### config.mk
export PLATFORM = sky130hd
export DESIGN_NAME = sdr_bank_tracker
export DESIGN_NICKNAME = d
export VERILOG_FILES = /design/src/rtl/sdr_bank_pkg.sv /design/src/rtl/sdr_cmd_decode.sv /design/src/rtl/sdr_legal_check.sv /design/src/rtl/sdr_bank_timer.sv /design/src/rtl/sdr_bank_tracker.sv
export SDC_FILE = /design/constraint.sdc
export NUM_CORES = 1
export LEC_CHECK = 0
export BUFFER_PORTS_ARGS = -buffer_cell sky130_fd_sc_hd__buf_2
export CORE_AREA = 2 2 39 41
export CTS_BUF_LIST = sky130_fd_sc_hd__clkbuf_2 sky130_fd_sc_hd__clkbuf_4 sky130_fd_sc_hd__clkbuf_8
export DETAILED_ROUTE_END_ITERATION = 7
export DIE_AREA = 0 0 41 43
export GPL_TIMING_DRIVEN = 0
export PLACE_DENSITY = 0.87
export SETUP_SLACK_MARGIN = 0.02
export SYNTH_ARGS = -nofsm -noshare
export SYNTH_HDL_FRONTEND = slang
export SYNTH_SLANG_ARGS = --single-unit
### constraint.sdc
create_clock -name clk -period 4.97 [get_ports clk]
set_clock_uncertainty 0.05 [all_clocks]
set_input_delay 0 -clock clk [delete_from_list [all_inputs] [get_ports clk]]
set_output_delay 0 -clock clk [all_outputs]
set_load 0.02 [all_outputs]
### src/rtl/sdr_bank_pkg.sv
package sdr_bank_pkg;

   // Bank life-cycle states; codes are visible on the bank_state port.
   typedef enum logic [2:0] {
      BK_IDLE    = 3'd0,
      BK_OPENING = 3'd1,
      BK_OPEN    = 3'd2,
      BK_RD      = 3'd3,
      BK_WR      = 3'd4,
      BK_RD_AP   = 3'd5,
      BK_WR_AP   = 3'd6,
      BK_CLOSING = 3'd7
   } bank_st_t;

   // Command after bank qualification; OP_NONE covers no-op, inhibit
   // and commands for another bank.
   typedef enum logic [2:0] {
      OP_NONE = 3'd0,
      OP_ACT  = 3'd1,
      OP_RD   = 3'd2,
      OP_WR   = 3'd3,
      OP_BST  = 3'd4,
      OP_PRE  = 3'd5,
      OP_REF  = 3'd6,
      OP_LMR  = 3'd7
   } bank_op_t;

endpackage

### src/rtl/sdr_cmd_decode.sv
module sdr_cmd_decode
   import sdr_bank_pkg::*;
(
   input  logic     cs_n,
   input  logic     ras_n,
   input  logic     cas_n,
   input  logic     we_n,
   input  logic     bank_hit,
   input  logic     auto_pre,
   output bank_op_t op
);

   always_comb begin
      op = OP_NONE;
      if (!cs_n) begin
         case ({ras_n, cas_n, we_n})
            3'b011:  op = bank_hit ? OP_ACT : OP_NONE;
            3'b101:  op = bank_hit ? OP_RD  : OP_NONE;
            3'b100:  op = bank_hit ? OP_WR  : OP_NONE;
            3'b110:  op = bank_hit ? OP_BST : OP_NONE;
            3'b010:  op = (bank_hit || auto_pre) ? OP_PRE : OP_NONE;
            3'b001:  op = OP_REF;
            3'b000:  op = OP_LMR;
            default: op = OP_NONE;
         endcase
      end
   end

endmodule

### src/rtl/sdr_legal_check.sv
module sdr_legal_check
   import sdr_bank_pkg::*;
(
   input  bank_st_t st,
   input  bank_op_t op,
   output logic     legal
);

   always_comb begin
      legal = 1'b0;
      if (op == OP_NONE) begin
         legal = 1'b1;
      end else begin
         case (st)
            BK_IDLE:
               legal = (op == OP_ACT) || (op == OP_REF) ||
                       (op == OP_LMR) || (op == OP_PRE);
            BK_OPEN:
               legal = (op == OP_RD) || (op == OP_WR) || (op == OP_PRE);
            BK_RD, BK_WR:
               legal = (op == OP_RD) || (op == OP_WR) ||
                       (op == OP_PRE) || (op == OP_BST);
            default:
               legal = 1'b0;
         endcase
      end
   end

endmodule

### src/rtl/sdr_bank_timer.sv
module sdr_bank_timer #(
   parameter int CW = 4
) (
   input  logic          clk,
   input  logic          rst_n,
   input  logic          load,
   input  logic [CW-1:0] load_val,
   output logic          zero
);

   logic [CW-1:0] cnt_q;

   always_ff @(posedge clk or negedge rst_n) begin
      if (!rst_n)              cnt_q <= '0;
      else if (load)           cnt_q <= load_val;
      else if (cnt_q != '0)    cnt_q <= cnt_q - 1'b1;
   end

   assign zero = (cnt_q == '0);

endmodule

### src/rtl/sdr_bank_tracker.sv
module sdr_bank_tracker
   import sdr_bank_pkg::*;
#(
   parameter int T_RCD     = 3,
   parameter int T_RP      = 3,
   parameter int BURST_LEN = 4
) (
   input  logic       clk,
   input  logic       rst_n,
   input  logic       cs_n,
   input  logic       ras_n,
   input  logic       cas_n,
   input  logic       we_n,
   input  logic       bank_hit,
   input  logic       auto_pre,
   output logic [2:0] bank_state,
   output logic       cmd_err
);

   localparam int AP_SPAN = BURST_LEN + T_RP;
   localparam int MAXV0   = (T_RCD > AP_SPAN) ? T_RCD : AP_SPAN;
   localparam int CW      = $clog2(MAXV0) + 1;

   localparam logic [CW-1:0] LD_RCD = CW'(T_RCD - 1);
   localparam logic [CW-1:0] LD_RP  = CW'(T_RP - 1);
   localparam logic [CW-1:0] LD_BL  = CW'(BURST_LEN - 1);
   localparam logic [CW-1:0] LD_AP  = CW'(AP_SPAN - 1);

   generate
      if (T_RCD < 1) begin : g_bad_rcd
         $error("T_RCD must be at least 1");
      end
      if (T_RP < 1) begin : g_bad_rp
         $error("T_RP must be at least 1");
      end
      if (BURST_LEN < 1) begin : g_bad_bl
         $error("BURST_LEN must be at least 1");
      end
   endgenerate

   bank_op_t      op;
   bank_op_t      eff_op;
   logic          legal;
   logic          t_zero;
   logic          t_load;
   logic [CW-1:0] t_val;
   bank_st_t      st_q, st_d;
   logic          err_q;

   sdr_cmd_decode u_dec (
      .cs_n     (cs_n),
      .ras_n    (ras_n),
      .cas_n    (cas_n),
      .we_n     (we_n),
      .bank_hit (bank_hit),
      .auto_pre (auto_pre),
      .op       (op)
   );

   sdr_legal_check u_legal (
      .st    (st_q),
      .op    (op),
      .legal (legal)
   );

   sdr_bank_timer #(.CW(CW)) u_timer (
      .clk      (clk),
      .rst_n    (rst_n),
      .load     (t_load),
      .load_val (t_val),
      .zero     (t_zero)
   );

   // An illegal command is handled as a no-operation.
   assign eff_op = legal ? op : OP_NONE;

   always_comb begin
      st_d   = st_q;
      t_load = 1'b0;
      t_val  = '0;
      case (st_q)
         BK_IDLE: begin
            if (eff_op == OP_ACT) begin
               st_d = BK_OPENING; t_load = 1'b1; t_val = LD_RCD;
            end else if (eff_op == OP_PRE) begin
               st_d = BK_CLOSING; t_load = 1'b1; t_val = LD_RP;
            end
         end
         BK_OPENING: begin
            if (t_zero) st_d = BK_OPEN;
         end
         BK_OPEN, BK_RD, BK_WR: begin
            if (eff_op == OP_RD || eff_op == OP_WR) begin
               t_load = 1'b1;
               if (auto_pre) begin
                  st_d  = (eff_op == OP_RD) ? BK_RD_AP : BK_WR_AP;
                  t_val = LD_AP;
               end else begin
                  st_d  = (eff_op == OP_RD) ? BK_RD : BK_WR;
                  t_val = LD_BL;
               end
            end else if (eff_op == OP_PRE) begin
               st_d = BK_CLOSING; t_load = 1'b1; t_val = LD_RP;
            end else if (eff_op == OP_BST) begin
               st_d = BK_OPEN;
            end else if (st_q != BK_OPEN && t_zero) begin
               st_d = BK_OPEN;
            end
         end
         default: begin
            if (t_zero) st_d = BK_IDLE;
         end
      endcase
   end

   always_ff @(posedge clk or negedge rst_n) begin
      if (!rst_n) begin
         st_q  <= BK_IDLE;
         err_q <= 1'b0;
      end else begin
         st_q  <= st_d;
         err_q <= !legal;
      end
   end

   assign bank_state = st_q;
   assign cmd_err    = err_q;

endmodule

==> results.md <==
* Compound-Gate Fraction of Synth Area at 0.2611
* Sequential fraction of the synthesis area at 0.2532
* Clock buffer depth at 2
* Final WL at 1788 um
* DIE AREA at 1763 um^2
* Crit path max fanout at 4
* Syn Nets at 108
* Final setup vio count at 0
* Post-Synth XOR/XNOR Area at 0.03323
* Period utilization at 0.4587
* Vias at between 700 and 800
* Initial Utilization at 0.5714
* # rows at 14
* Post-synth ARST share at 1.000
* Slowest cell on crit path: or4_1
* Cts hold-fix bufs at 1
* Clk_lat worst skew at 260 ps
* CTS tree: built
* Cells on worst reg2reg path at 8
* Worst R2R End: bank_state[1]
* Top cell type's share of synthesized area at 0.2532
* Post-synthesis instance area at 790.8 um^2
* Final ANT Viol Nets at 0
* Total GRT Usage at 0.2500
* CP Class: flip-flop to flip-flop
* Status: finished clean
* Reg-to-reg setup timing slack at 2690 ps
* Max Clock Freq at 438.7 MHz
* Synth Flop Type: dfrtp_1
* Crit path cell chain: inv_1 > ha_1 > nor3b_2 > o221a_2 > o21ai_0 > nand3_1 > o21ai_1 > or4_1
* Data arrival, critical path at 2350 ps
* Clk pin slew, worst setup/hold paths at 50 ps
* TritonCTS Buffers at 3
* Hold_ws at 58.12 ps
* Synth-to-layout area growth at 12.34%
* Post-DP HPWL at 1387 um
* Synth Register Bits at 8
* Most frequent cells after synthesis: nor2_1 (12), dfrtp_1 (8), nand2_1 (8), nand3_1 (7)
* Final net count at 123
* Pre-antenna DRT Iters at 4
* Leakage at between 0.3 and 0.4 nW
* Post-synth EDFFs at 0
* CTS Sinks at 8
* DRC Markers at 0
* CP Capture Type: flip-flop
* Yosys warns at 0
* Slowest Stage Delay on Critical Path at 470 ps
* Gpl congestion at 0.9728
* Initial detailed-routing violation count at 23
* GR Util met1 at 0.3420
* Tmin final at around 2300 ps
* Mux share of post-synthesis cell area at 0.04114
* Simple-gate share of the synthesized area at 0.3449
* Cell taking the most area after synthesis: dfrtp_1
* Min-delay worst type: input port to asynchronous set/reset pin
* Post_cts resized at 0
* Core box area at 1384 um^2
* Met3 global-route usage at 0.04188
* Startpoint class of the critical path: flip-flop
* Synth top area cells: dfrtp_1 (25%), nor2_1 (5.7%), nand3_1 (4.4%), nor2b_1 (4.0%), nand2_1 (3.8%)
* Met2 GRT Util at 0.3781
* Syn avg cell area at 7.987 um^2
* Post-DR wirelength/cell at 13.97 um
* Peak VDD IR at 0.0002030 V
* Vias in the first global route at between 700 and 800
* R2R Path Start: u_timer.cnt_q[0]
* Required time of the critical path at 5040 ps
* Share of cells above drive strength 1 at 0.2143
* Fin Setup TNS at 0 ps
* Most common cell in the synthesized netlist: nor2_1
* Largest family of logic cells by synthesized area: simple AND/OR/NAND/NOR gates
* Adder-cell area share of the yosys netlist at 0.01582
* Top Ports at 12
* Synth cell types at 45
* Slew @ Worst Pin at 492.5 ps
* Chip Width at between 40 and 50 um
* Max Cap Viol at 0
* Postcts setup bufs at 0
* Worst rel slew slack at 0.6687
* Ant diodes at 0
* Synth Instances at 99
* Largest net degree at the start of global routing at 11
* Global-route wire length before repair at approximately 3100 um
* Vias/cell at around 6
* CTS H-tree depth at 1
* Gr ovfl total at 0
* Unrepaired setup endpoints after global routing: false
* Power Density at 439.0 nW/um^2
* Initial antenna violation count at 0
* Clock Tree Root: clkbuf_4
* Die Y at 43 um
* Max-slew violations at 0
* Final Hold Fails at 0
* Global route hottest layer: met2
* I/O Buffers at 9
==> cell families after synthesis <==
logic type / Yosys count
multiplexers: 3
flip-flops: 8
AO/OA/AOI/OAI: 27
AND/OR/NAND/NOR: 48
adder cells (fa/ha/maj): 1
XOR/XNOR: 3
buffers and inverters: 9
==> per-layer routing <==
metal | part of all wire | vias up
li1 | - | 386
met3 | 0.030 | 2
met1 | 0.46 | 364
met4 | 0.0078 | 0
met5 | 0 | -
met2 | 0.50 | 17
==> registers in the layout, summed over array words and instances, names as in the netlist <==
signal and flops:
u_timer.cnt_q 4, bank_state 3, cmd_err 1
==> layout make-up <==
cell class              instances  area, um^2
flip-flops and latches          8       200.2
fillers                       129       495.5
multi-input cells              82       550.5
inverters                       5       18.77
clock buffers                   3       22.52
repair buffers                 10       55.05
plain buffers                   4       21.27
well taps                      16       20.02
==> power by group <==
group,internal (W),total (W),switching [W]
Clock,0.0000276,0.0000497,0.0000221
Combinational,0.0000970,0.000219,0.000122
Sequential,0.0000934,0.000121,0.0000274
==> cells in the final DEF (no fill, tap or decap), types with 2 or more instances in the layout <==
cell type  netlist  routed
a21o_1           2       2
o21bai_1         2       2
nor2b_1          5       5
nor2_1          12      12
inv_1            5       5
dfrtp_1          8       8
a21oi_1          4       4
nand2_1          8       8
o21ai_1          2       2
a31o_1           2       2
nor3_1           2       2
o32ai_1          2       2
xnor2_1          3       3
nand3_1          7       7
clkbuf_4         0       3
o21ai_0          4       4
buf_2            1      10
nand2b_1         2       2
==> stage by stage <==
stage | power, W | setup slack [ps] | util | cell area (um^2) | instances
after detailed placement | 0.0003383 | 2723 | 0.6184 | 855.8 | 124
after global routing | 0.0004231 | 2615 | 0.6420 | 888.4 | 128
after global placement | 0.0003290 | 2772 | 0.6184 | 855.8 | 124
after floorplan | 0.0002843 | 2944 | - | 790.8 | 99
after CTS | 0.0003898 | 2699 | 0.6420 | 888.4 | 128
final | 0.0003900 | 2690 | 0.6420 | 888.4 | 128
==> critical path, delay by kind of cell, from the launching register on <==
family / cells / cell delay [ps]
AO/OA/AOI/OAI: 3 / 440
flip-flops: 1 / 390
adder cells (fa/ha/maj): 1 / 200
AND/OR/NAND/NOR: 3 / 970
buffers and inverters: 1 / 90
==> how the worst max path moves through the flow <==
| stage | start | to | slack [ps] | cells after the start |
|---|---|---|---|---|
| 2_1_floorplan | bank_state[2] | bank_state[1] | 2940 | 6 |
| 5_1_grt | u_timer.cnt_q[0] | bank_state[1] | 2620 | 8 |
| 3_3_place_gp | u_timer.cnt_q[0] | bank_state[1] | 2770 | 8 |
| 4_1_cts | u_timer.cnt_q[0] | bank_state[1] | 2700 | 8 |
| 3_5_place_dp | u_timer.cnt_q[0] | bank_state[1] | 2720 | 8 |
| 6_report | u_timer.cnt_q[0] | bank_state[1] | 2690 | 8 |
Note: power is estimated with default switching activity, not from simulation.
